===== src/rtl/prbs_ber_pkg.sv =====
package prbs_ber_pkg;
  localparam int LONG_LEN  = 23;
  localparam int LONG_TAP  = 18;
  localparam int SHORT_LEN = 15;
  localparam int SHORT_TAP = 14;
  localparam int REG_W     = LONG_LEN;

  typedef logic [REG_W-1:0] lfsrState_t;

  typedef struct packed {
    logic seedLoad;
    logic txOn;
    logic rxArm;
    logic rxOn;
    logic cntClear;
  } berCtrl_t;

  function automatic lfsrState_t lfsrMask(input logic longMode);
    return longMode ? {REG_W{1'b1}}
                    : {{(REG_W-SHORT_LEN){1'b0}}, {SHORT_LEN{1'b1}}};
  endfunction

  function automatic logic lfsrFeedback(input lfsrState_t s, input logic longMode);
    return longMode ? (s[LONG_LEN-1] ^ s[LONG_TAP-1])
                    : (s[SHORT_LEN-1] ^ s[SHORT_TAP-1]);
  endfunction

  function automatic logic lfsrHead(input lfsrState_t s, input logic longMode);
    return longMode ? s[LONG_LEN-1] : s[SHORT_LEN-1];
  endfunction

  function automatic lfsrState_t lfsrStep(input lfsrState_t s, input logic longMode);
    return {s[REG_W-2:0], lfsrFeedback(s, longMode)} & lfsrMask(longMode);
  endfunction
endpackage


===== src/rtl/prbs_ber_ctrl.sv =====
module prbs_ber_ctrl
  import prbs_ber_pkg::*;
(
  input  logic     clk,
  input  logic     rstN,
  input  logic     genResetIn,
  input  logic     txStartIn,
  input  logic     rxStartIn,
  input  logic     errClearIn,
  output berCtrl_t strobes
);
  localparam int NUM_CTRL = 4;

  logic [NUM_CTRL-1:0] nowV, prevV, riseV;
  logic txOnQ, rxOnQ;

  assign nowV  = {errClearIn, rxStartIn, txStartIn, genResetIn};
  assign riseV = nowV & ~prevV;

  always_ff @(posedge clk) begin
    if (!rstN) begin
      prevV <= '0;
      txOnQ <= 1'b0;
      rxOnQ <= 1'b0;
    end else begin
      prevV <= nowV;
      if (riseV[1])        txOnQ <= 1'b1;
      else if (!txStartIn) txOnQ <= 1'b0;
      if (riseV[2])        rxOnQ <= 1'b1;
      else if (!rxStartIn) rxOnQ <= 1'b0;
    end
  end

  always_comb begin
    strobes.seedLoad = riseV[0];
    strobes.txOn     = txOnQ;
    strobes.rxArm    = riseV[2];
    strobes.rxOn     = rxOnQ;
    strobes.cntClear = riseV[3];
  end


  tx_stop_chk: assert property (@(posedge clk) disable iff (!rstN)
    !txStartIn |=> !txOnQ);


  rx_arm_chk: assert property (@(posedge clk) disable iff (!rstN)
    (strobes.rxArm && rxStartIn) |=> rxOnQ);
endmodule


===== src/rtl/prbs_ber_dp.sv =====
module prbs_ber_dp
  import prbs_ber_pkg::*;
#(
  parameter int CNT_W = 16
) (
  input  logic             clk,
  input  logic             rstN,
  input  logic             bitEn,
  input  logic             longMode,
  input  logic             rxBit,
  input  berCtrl_t         ctrl,
  output logic             txBit,
  output logic             lockFlag,
  output logic [CNT_W-1:0] errCount
);
  localparam logic [CNT_W-1:0] CNT_MAX = {CNT_W{1'b1}};

  lfsrState_t genState, windowQ, refState, newWindow, seedPat;
  logic lockQ, expectBit, mismatch, seedHit;
  logic [CNT_W-1:0] cntQ;

  assign seedPat = lfsrMask(longMode);

  // transmit generator
  always_ff @(posedge clk) begin
    if (!rstN)                    genState <= {REG_W{1'b1}};
    else if (ctrl.seedLoad)       genState <= seedPat;
    else if (ctrl.txOn && bitEn)  genState <= lfsrStep(genState, longMode);
  end

  assign txBit = ctrl.txOn & lfsrHead(genState, longMode);

  // receive: seed search, then free-running reference
  assign newWindow = {windowQ[REG_W-2:0], rxBit} & seedPat;
  assign seedHit   = (newWindow == seedPat);
  assign expectBit = lfsrFeedback(refState, longMode);
  assign mismatch  = ctrl.rxOn && bitEn && lockQ && !ctrl.rxArm && (rxBit != expectBit);

  always_ff @(posedge clk) begin
    if (!rstN) begin
      lockQ    <= 1'b0;
      windowQ  <= '0;
      refState <= {REG_W{1'b1}};
    end else if (ctrl.rxArm) begin
      lockQ   <= 1'b0;
      windowQ <= '0;
    end else if (ctrl.rxOn && bitEn) begin
      if (!lockQ) begin
        windowQ <= newWindow;
        if (seedHit) begin
          lockQ    <= 1'b1;
          refState <= seedPat;
        end
      end else begin
        refState <= lfsrStep(refState, longMode);
      end
    end
  end

  // saturating error counter
  always_ff @(posedge clk) begin
    if (!rstN)                            cntQ <= '0;
    else if (ctrl.cntClear)               cntQ <= '0;
    else if (mismatch && cntQ != CNT_MAX) cntQ <= cntQ + CNT_W'(1);
  end

  assign lockFlag = lockQ;
  assign errCount = cntQ;


  sat_hold_chk: assert property (@(posedge clk) disable iff (!rstN)
    (cntQ == CNT_MAX && !ctrl.cntClear) |=> cntQ == CNT_MAX);


  count_freeze_chk: assert property (@(posedge clk) disable iff (!rstN)
    (!ctrl.rxOn && !ctrl.cntClear) |=> $stable(cntQ));


  idle_strobe_chk: assert property (@(posedge clk) disable iff (!rstN)
    (!bitEn && !ctrl.cntClear) |=> $stable(cntQ));


  clear_zero_chk: assert property (@(posedge clk) disable iff (!rstN)
    ctrl.cntClear |=> cntQ == '0);


  count_step_chk: assert property (@(posedge clk) disable iff (!rstN)
    !ctrl.cntClear |=> (cntQ == $past(cntQ)) || (cntQ == $past(cntQ) + CNT_W'(1)));


  lock_rise_chk: assert property (@(posedge clk) disable iff (!rstN)
    $rose(lockQ) |-> $past(ctrl.rxOn && bitEn));


  arm_unlock_chk: assert property (@(posedge clk) disable iff (!rstN)
    ctrl.rxArm |=> !lockQ);
endmodule


===== src/rtl/prbs_ber_tester.sv =====
module prbs_ber_tester
  import prbs_ber_pkg::*;
#(
  parameter int CNT_W = 16
) (
  input  logic             clk,
  input  logic             rstN,
  input  logic             bitEn,
  input  logic             longMode,
  input  logic             genReset,
  input  logic             txStart,
  input  logic             rxStart,
  input  logic             errClear,
  input  logic             rxBit,
  output logic             txBit,
  output logic             lockFlag,
  output logic [CNT_W-1:0] errCount
);
  berCtrl_t ctrlStrobes;

  prbs_ber_ctrl uCtrl (
    .clk        (clk),
    .rstN       (rstN),
    .genResetIn (genReset),
    .txStartIn  (txStart),
    .rxStartIn  (rxStart),
    .errClearIn (errClear),
    .strobes    (ctrlStrobes)
  );

  prbs_ber_dp #(.CNT_W(CNT_W)) uDp (
    .clk      (clk),
    .rstN     (rstN),
    .bitEn    (bitEn),
    .longMode (longMode),
    .rxBit    (rxBit),
    .ctrl     (ctrlStrobes),
    .txBit    (txBit),
    .lockFlag (lockFlag),
    .errCount (errCount)
  );
endmodule


===== config.mk =====
export PLATFORM = sky130hd
export DESIGN_NAME = prbs_ber_tester
export DESIGN_NICKNAME = d
export VERILOG_FILES = /design/src/rtl/prbs_ber_pkg.sv /design/src/rtl/prbs_ber_ctrl.sv /design/src/rtl/prbs_ber_dp.sv /design/src/rtl/prbs_ber_tester.sv
export SDC_FILE = /design/constraint.sdc
export NUM_CORES = 1
export LEC_CHECK = 0
export BUFFER_PORTS_ARGS = -buffer_cell sky130_fd_sc_hd__clkbuf_2
export CORE_AREA = 3 3 97 99
export CTS_BUF_LIST = sky130_fd_sc_hd__clkbuf_8
export DETAILED_ROUTE_END_ITERATION = 12
export DIE_AREA = 0 0 100 102
export PLACE_DENSITY_LB_ADDON = 0.2
export SETUP_SLACK_MARGIN = 0.05
export SLEW_MARGIN = 15
export SYNTH_ARGS = -nofsm -noshare
export SYNTH_HDL_FRONTEND = slang
export SYNTH_HIERARCHICAL = 1
export SYNTH_SLANG_ARGS = --single-unit

===== constraint.sdc =====
create_clock -name clk -period 2.7 [get_ports clk]
set_clock_uncertainty 0.15 [all_clocks]
set_input_delay 0.54 -clock clk [delete_from_list [all_inputs] [get_ports clk]]
set_output_delay 0.54 -clock clk [all_outputs]
set_load 0.02 [all_outputs]

# Word-level counts from Yosys, hierarchy flattened
# Cells that the tools add are included.
# Widths: inputs -> output; s select.
[word_totals] reg_bits=91 in_bits=9 out_inout_bits=18 word_cells=54
[classes] n_addsub=1 eq_ne=5 muxes=14 bitwise=13 n_reduce_logical=13
[ops] op="$mux 23" count=5
[ops] op="$and 23x23->23" count=3
[ops] op="$eq 23x23->1" count=1
[ops] op="$add 16x1->16 const B" count=1
[ops] op="$ne 16x16->1 const B" count=1
[ops] op="$mux 1" count=9
[ops] op="$logic_and 1x1->1" count=6
[ops] op="$and 4x4->4" count=1
[ops] op="$ne 2x1->1 const B" count=2
[ops] op="$not 4->4" count=1
[ops] op="$reduce_bool 2->1" count=2
[ops] op="$reduce_or 2->1" count=2
[ops] op="$xor 1x1->1" count=4
[ops] op="$not 1->1" count=3
[ops] op="$reduce_and 3->1" count=1
[ops] op="$reduce_and 2->1" count=1
[ops] op="$and 1x1->1" count=1
[ops] op="$logic_not 1->1" count=1
[ops] op="$ne 1x1->1" count=1

# Longest topological paths before layout
[logic_depth] ltp_word=6 mapped_depth=10 ltp_nobuf=6

# Modules after synthesis
# Netlist, hierarchy kept.
[modules_own_cells] module="prbs_ber_dp" instances=1 cells_each=443 area_each_um2=3629.7 seq_area_each_um2=1701.6
[modules_own_cells] module="prbs_ber_ctrl" instances=1 cells_each=22 area_each_um2=251.5 seq_area_each_um2=120.1

# Worst setup path before layout
# OpenSTA, ideal clock, no wires.
[synth_timing] path_kind="input to register" start="input rxStart" end="register uDp.cntQ[12] (netlist: uDp/errCount[12])" setup_ns=0.070 t_arrival_ns=2.213 t_required_ns=2.480 path_slack_ns=0.267 stages=9 n_path_buf=3 cell_sequence="nor2b_1 -> buf_4 -> and4b_1 -> buf_4 -> nand2_1 -> mux2_4 -> buf_6 -> or4_1 -> a21oi_1"
[synth_lines] item="start: declaration" line_no="prbs_ber_tester.sv:12" text="input logic rxStart,"
[synth_lines] item="end signal: assignment" line_no="prbs_ber_dp.sv:64" text="else if (mismatch && cntQ != CNT_MAX) cntQ <= cntQ + CNT_W'(1);"
[synth_lines] item="end: declaration" line_no="prbs_ber_dp.sv:20" text="logic [CNT_W-1:0] cntQ;"

# Final worst setup path
[layout_timing] start="register uDp.cntQ[0] (netlist: uDp/errCount[0])" end="register uDp.cntQ[11] (netlist: uDp/errCount[11])"
[layout_via] elab_chain_cells=2 elab_cells_between_ends=3 cone_classes="add/sub: 1; eq/ne: 1; reduce/logical: 1"
[layout_lines] item="parallel branches: the longest is 2 deep, another holds $add 16x1->16"
# Parallel ways; which one is timed is not known.
# A chain may end at the register's enable or synchronous reset.

==> summary.txt <==
Outcome
  • Status: finished, final reports clean

Routing
  • Via density: 5.26
  • DR pass1 iterations: 4
  • Vias: 3125
  • DRT iter0 DRCs: approximately 130
  • DR DRC count: 0
  • Post-DRT Antenna Nets: 0
  • Routed Wire Length: roughly 7400 µm
  • WL/cell: approximately 12 µm

Yosys
  • Most used DFF post-synth: dfxtp_1
  • Post-Syn Area per Cell: 8.35 µm²
  • Syn Nets: roughly 480
  • Post-Synthesis Cells: around 470
  • EDFF count, synth: 0
  • Post-Syn Area: 3880 µm²
  • #FFs+latches synth: 91
  • Synth warn: 6
  • Async SR Flop Fraction: 0%
  • Post-synth cell types: 44
  • Sequential area share after synthesis: 46.9%

STA
  • Final Cycle Share: between 80 and 90%
  • Final WS setup: around 0.35 ns
  • Fmax: approximately 0.43 GHz
  • TNS Setup: 0 ns
  • Final min period: 2.35 ns
  • Slew at the pin closest to its max-slew limit: 0.837 ns
  • Final Max Tran Viols: 0
  • Unrepaired setup endpoints after global routing: no
  • Hold Vio Cnt, Final: 0
  • Max_slew headroom: 44.0%
  • Final Setup Violations: 0

Critical path
  • Worst r2r src: uDp/errCount[0]
  • Crit path launch type: flop
  • Data required, critical path: 2.78 ns
  • Reg2Reg Setup Slack: 0.35 ns
  • Worst setup path class: flop to flop
  • Reg2reg path depth: 6
  • Crit. End Element: flop
  • Data arrival time of the worst path: approximately 2.4 ns
  • RR Endpoint: uDp/errCount[11]
  • Critical path fanouts, max: 15

Cells and area
  • Most frequent cells in the layout: 100 x nand2_1, 91 x dfxtp_1, 40 x nand3_1
  • Share of layout cells above drive strength 1: 13.6%
  • Filler Cells Inserted: 862
  • Area delta synth->final: 10.5%
  • Final #Nets: 491
  • Final Non-Filler Cells: 594
  • # diodes: 0
  • Most common cell after layout, fill and taps aside: nand2_1

Clock network
  • Count of hold-fix buffers inserted at cts: 0
  • CTS clk-pin slew, worst paths: 0.09 ns
  • CTS buffer count: 9
  • Post-CTS setup buffer count: 0
  • Clock H-tree levels: 3
  • Worst-skew pair later-pin latency: 0.35 ns
  • CTS Sinks: between 90 and 100
  • Clk root buf: clkbuf_8
  • CTS tree: built
  • Post-cts repair resize count: 0
  • Clk buf depth: 2

Global routing
  • GRT Resource Usage Total: 15.1%
  • Global route hottest layer: met2
  • M2 GR Usage: 25.0%
  • Met1 GRT Util: 19.5%
  • Antenna violations before repair: 0
  • M3 GR Usage: 3.00%
  • First-pass GRT wire length: 12800 µm
  • Largest net degree at the start of global routing: 24
  • Vias in the first global route: approximately 2900
  • GR Overflow Total: 0

Floorplanning
  • Die height: 102 µm
  • Die W: about 100 µm
  • Die ar.: 10200 µm²
  • Core area: about 8600 µm²
  • Site Rows: 34
  • Starting Density: 44.9%
  • Top-Level Pins: 27

Place
  • Port bufs: 26
  • Placed cell count: 578
  • Worst slack, placed: 0.233 ns
  • RePlAce Congestion: 0.808
  • Final HPWL DP: 4900 µm

Power and ir drop
  • Max rail drop VDD: 0.343 mV
  • Total power: 2.44 mW
  • Pwr/cell area: 570 nW/µm²
  • Pleak: 1.58 nW

Worst hold path
  • Hold Crit Depth: 2
  • Hold Crit Endpoint: uCtrl/prevV[1]
  • Worst min path class: primary input to flop
  • Worst hold path startpoint: txStart

Flow run
  • Max-Cap Viols: 0
synthesized netlist by cell type (4+ instances only):
master | n | share of area (%)
a22oi_1 | 13 | 2.5
nand2_1 | 100 | 9.7
inv_1 | 6 | 0.58
and2_2 | 4 | 0.77
mux2_1 | 5 | 1.5
buf_2 | 4 | 0.52
nor2b_1 | 20 | 3.2
nor4_1 | 7 | 1.1
a21oi_1 | 33 | 4.3
mux2i_1 | 7 | 1.8
clkbuf_1 | 23 | 2.2
o21ai_0 | 20 | 2.6
nand4_1 | 12 | 1.9
or3_1 | 4 | 0.64
nand3_1 | 40 | 5.2
dfxtp_1 | 91 | 47
o31ai_1 | 4 | 0.77
or4_1 | 5 | 0.97
buf_4 | 6 | 1.2
and3_1 | 8 | 1.3
nand2b_1 | 14 | 2.3
nor2_1 | 8 | 0.77
registers in the layout (all words and copies together) (netlist names):
signal,flops
uCtrl/txOnQ,1
uDp/genState,23
uDp/windowQ,22
uDp/refState,23
uDp/errCount,16
uCtrl/prevV,4
uCtrl/rxOnQ,1
uDp/lockFlag,1
cell type report:
cell class              instances  area (µm²)  share of cell area, %
inverters                       6        22.5                  0.525
clock buffers                  11         151                   3.53
repair buffers                 40         235                   5.48
multi-input cells             333        1870                   43.6
well taps                     108         135                   3.15
clock inverters                 5        52.6                   1.23
flip-flops and latches         91        1820                   42.5
cell families after synthesis:
group / synth area share, %
xor gates and xnor gates: 0.903
muxes: 4.51
buffers and inverters: 4.87
adders and majority gates: 0.322
DFF: 46.9
AOI/OAI and AO/OA: 13.2
and+or+nand+nor: 29.2
power by group:
part           internal [mW]  switching [mW]
combinational         0.0519          0.0831
sequential              1.36          0.0142
clock                  0.474           0.458
critical path, stage by stage, from the launching register on:
cell and delay (ns):
dfxtp_1 0.40, ha_1 0.30, and4_1 0.26, nand4_1 0.14
nor2_1 0.68, nor4_1 0.15, mux2i_1 0.15
how the worst max path moves through the flow:
stage,start,end,slack [ns],cells past startpoint
4_1_cts,uDp/errCount[0],uDp/errCount[11],0.38,6
5_1_grt,uDp/errCount[0],uDp/errCount[6],0.11,6
2_1_floorplan,rxStart,uDp/errCount[12],0.27,9
3_3_place_gp,rxBit,uDp/refState[14],0.28,7
3_5_place_dp,rxBit,uDp/refState[14],0.23,7
6_report,uDp/errCount[0],uDp/errCount[11],0.35,6
metrics by stage:
| step | cell area [µm²] | hold slack, ns | utilization [%] |
|---|---|---|---|
| finish | 4290 | 0.266 | 49.7 |
| detailed placement | 4090 | 0.300 | 47.3 |
| floorplan | 3880 | 0.282 | - |
| global placement | 4090 | 0.294 | 47.3 |
| CTS | 4290 | 0.250 | 49.7 |
| global route | 4290 | 0.259 | 49.7 |
routing by layer:
| metal | share of wire (%) | routed length, µm |
|---|---|---|
| met3 | 3.5 | 256 |
| met1 | 51 | 3770 |
| met4 | 0.81 | 60 |
| met5 | 0 | 0 |
| met2 | 45 | 3330 |
(Power assumes the default switching activity.)
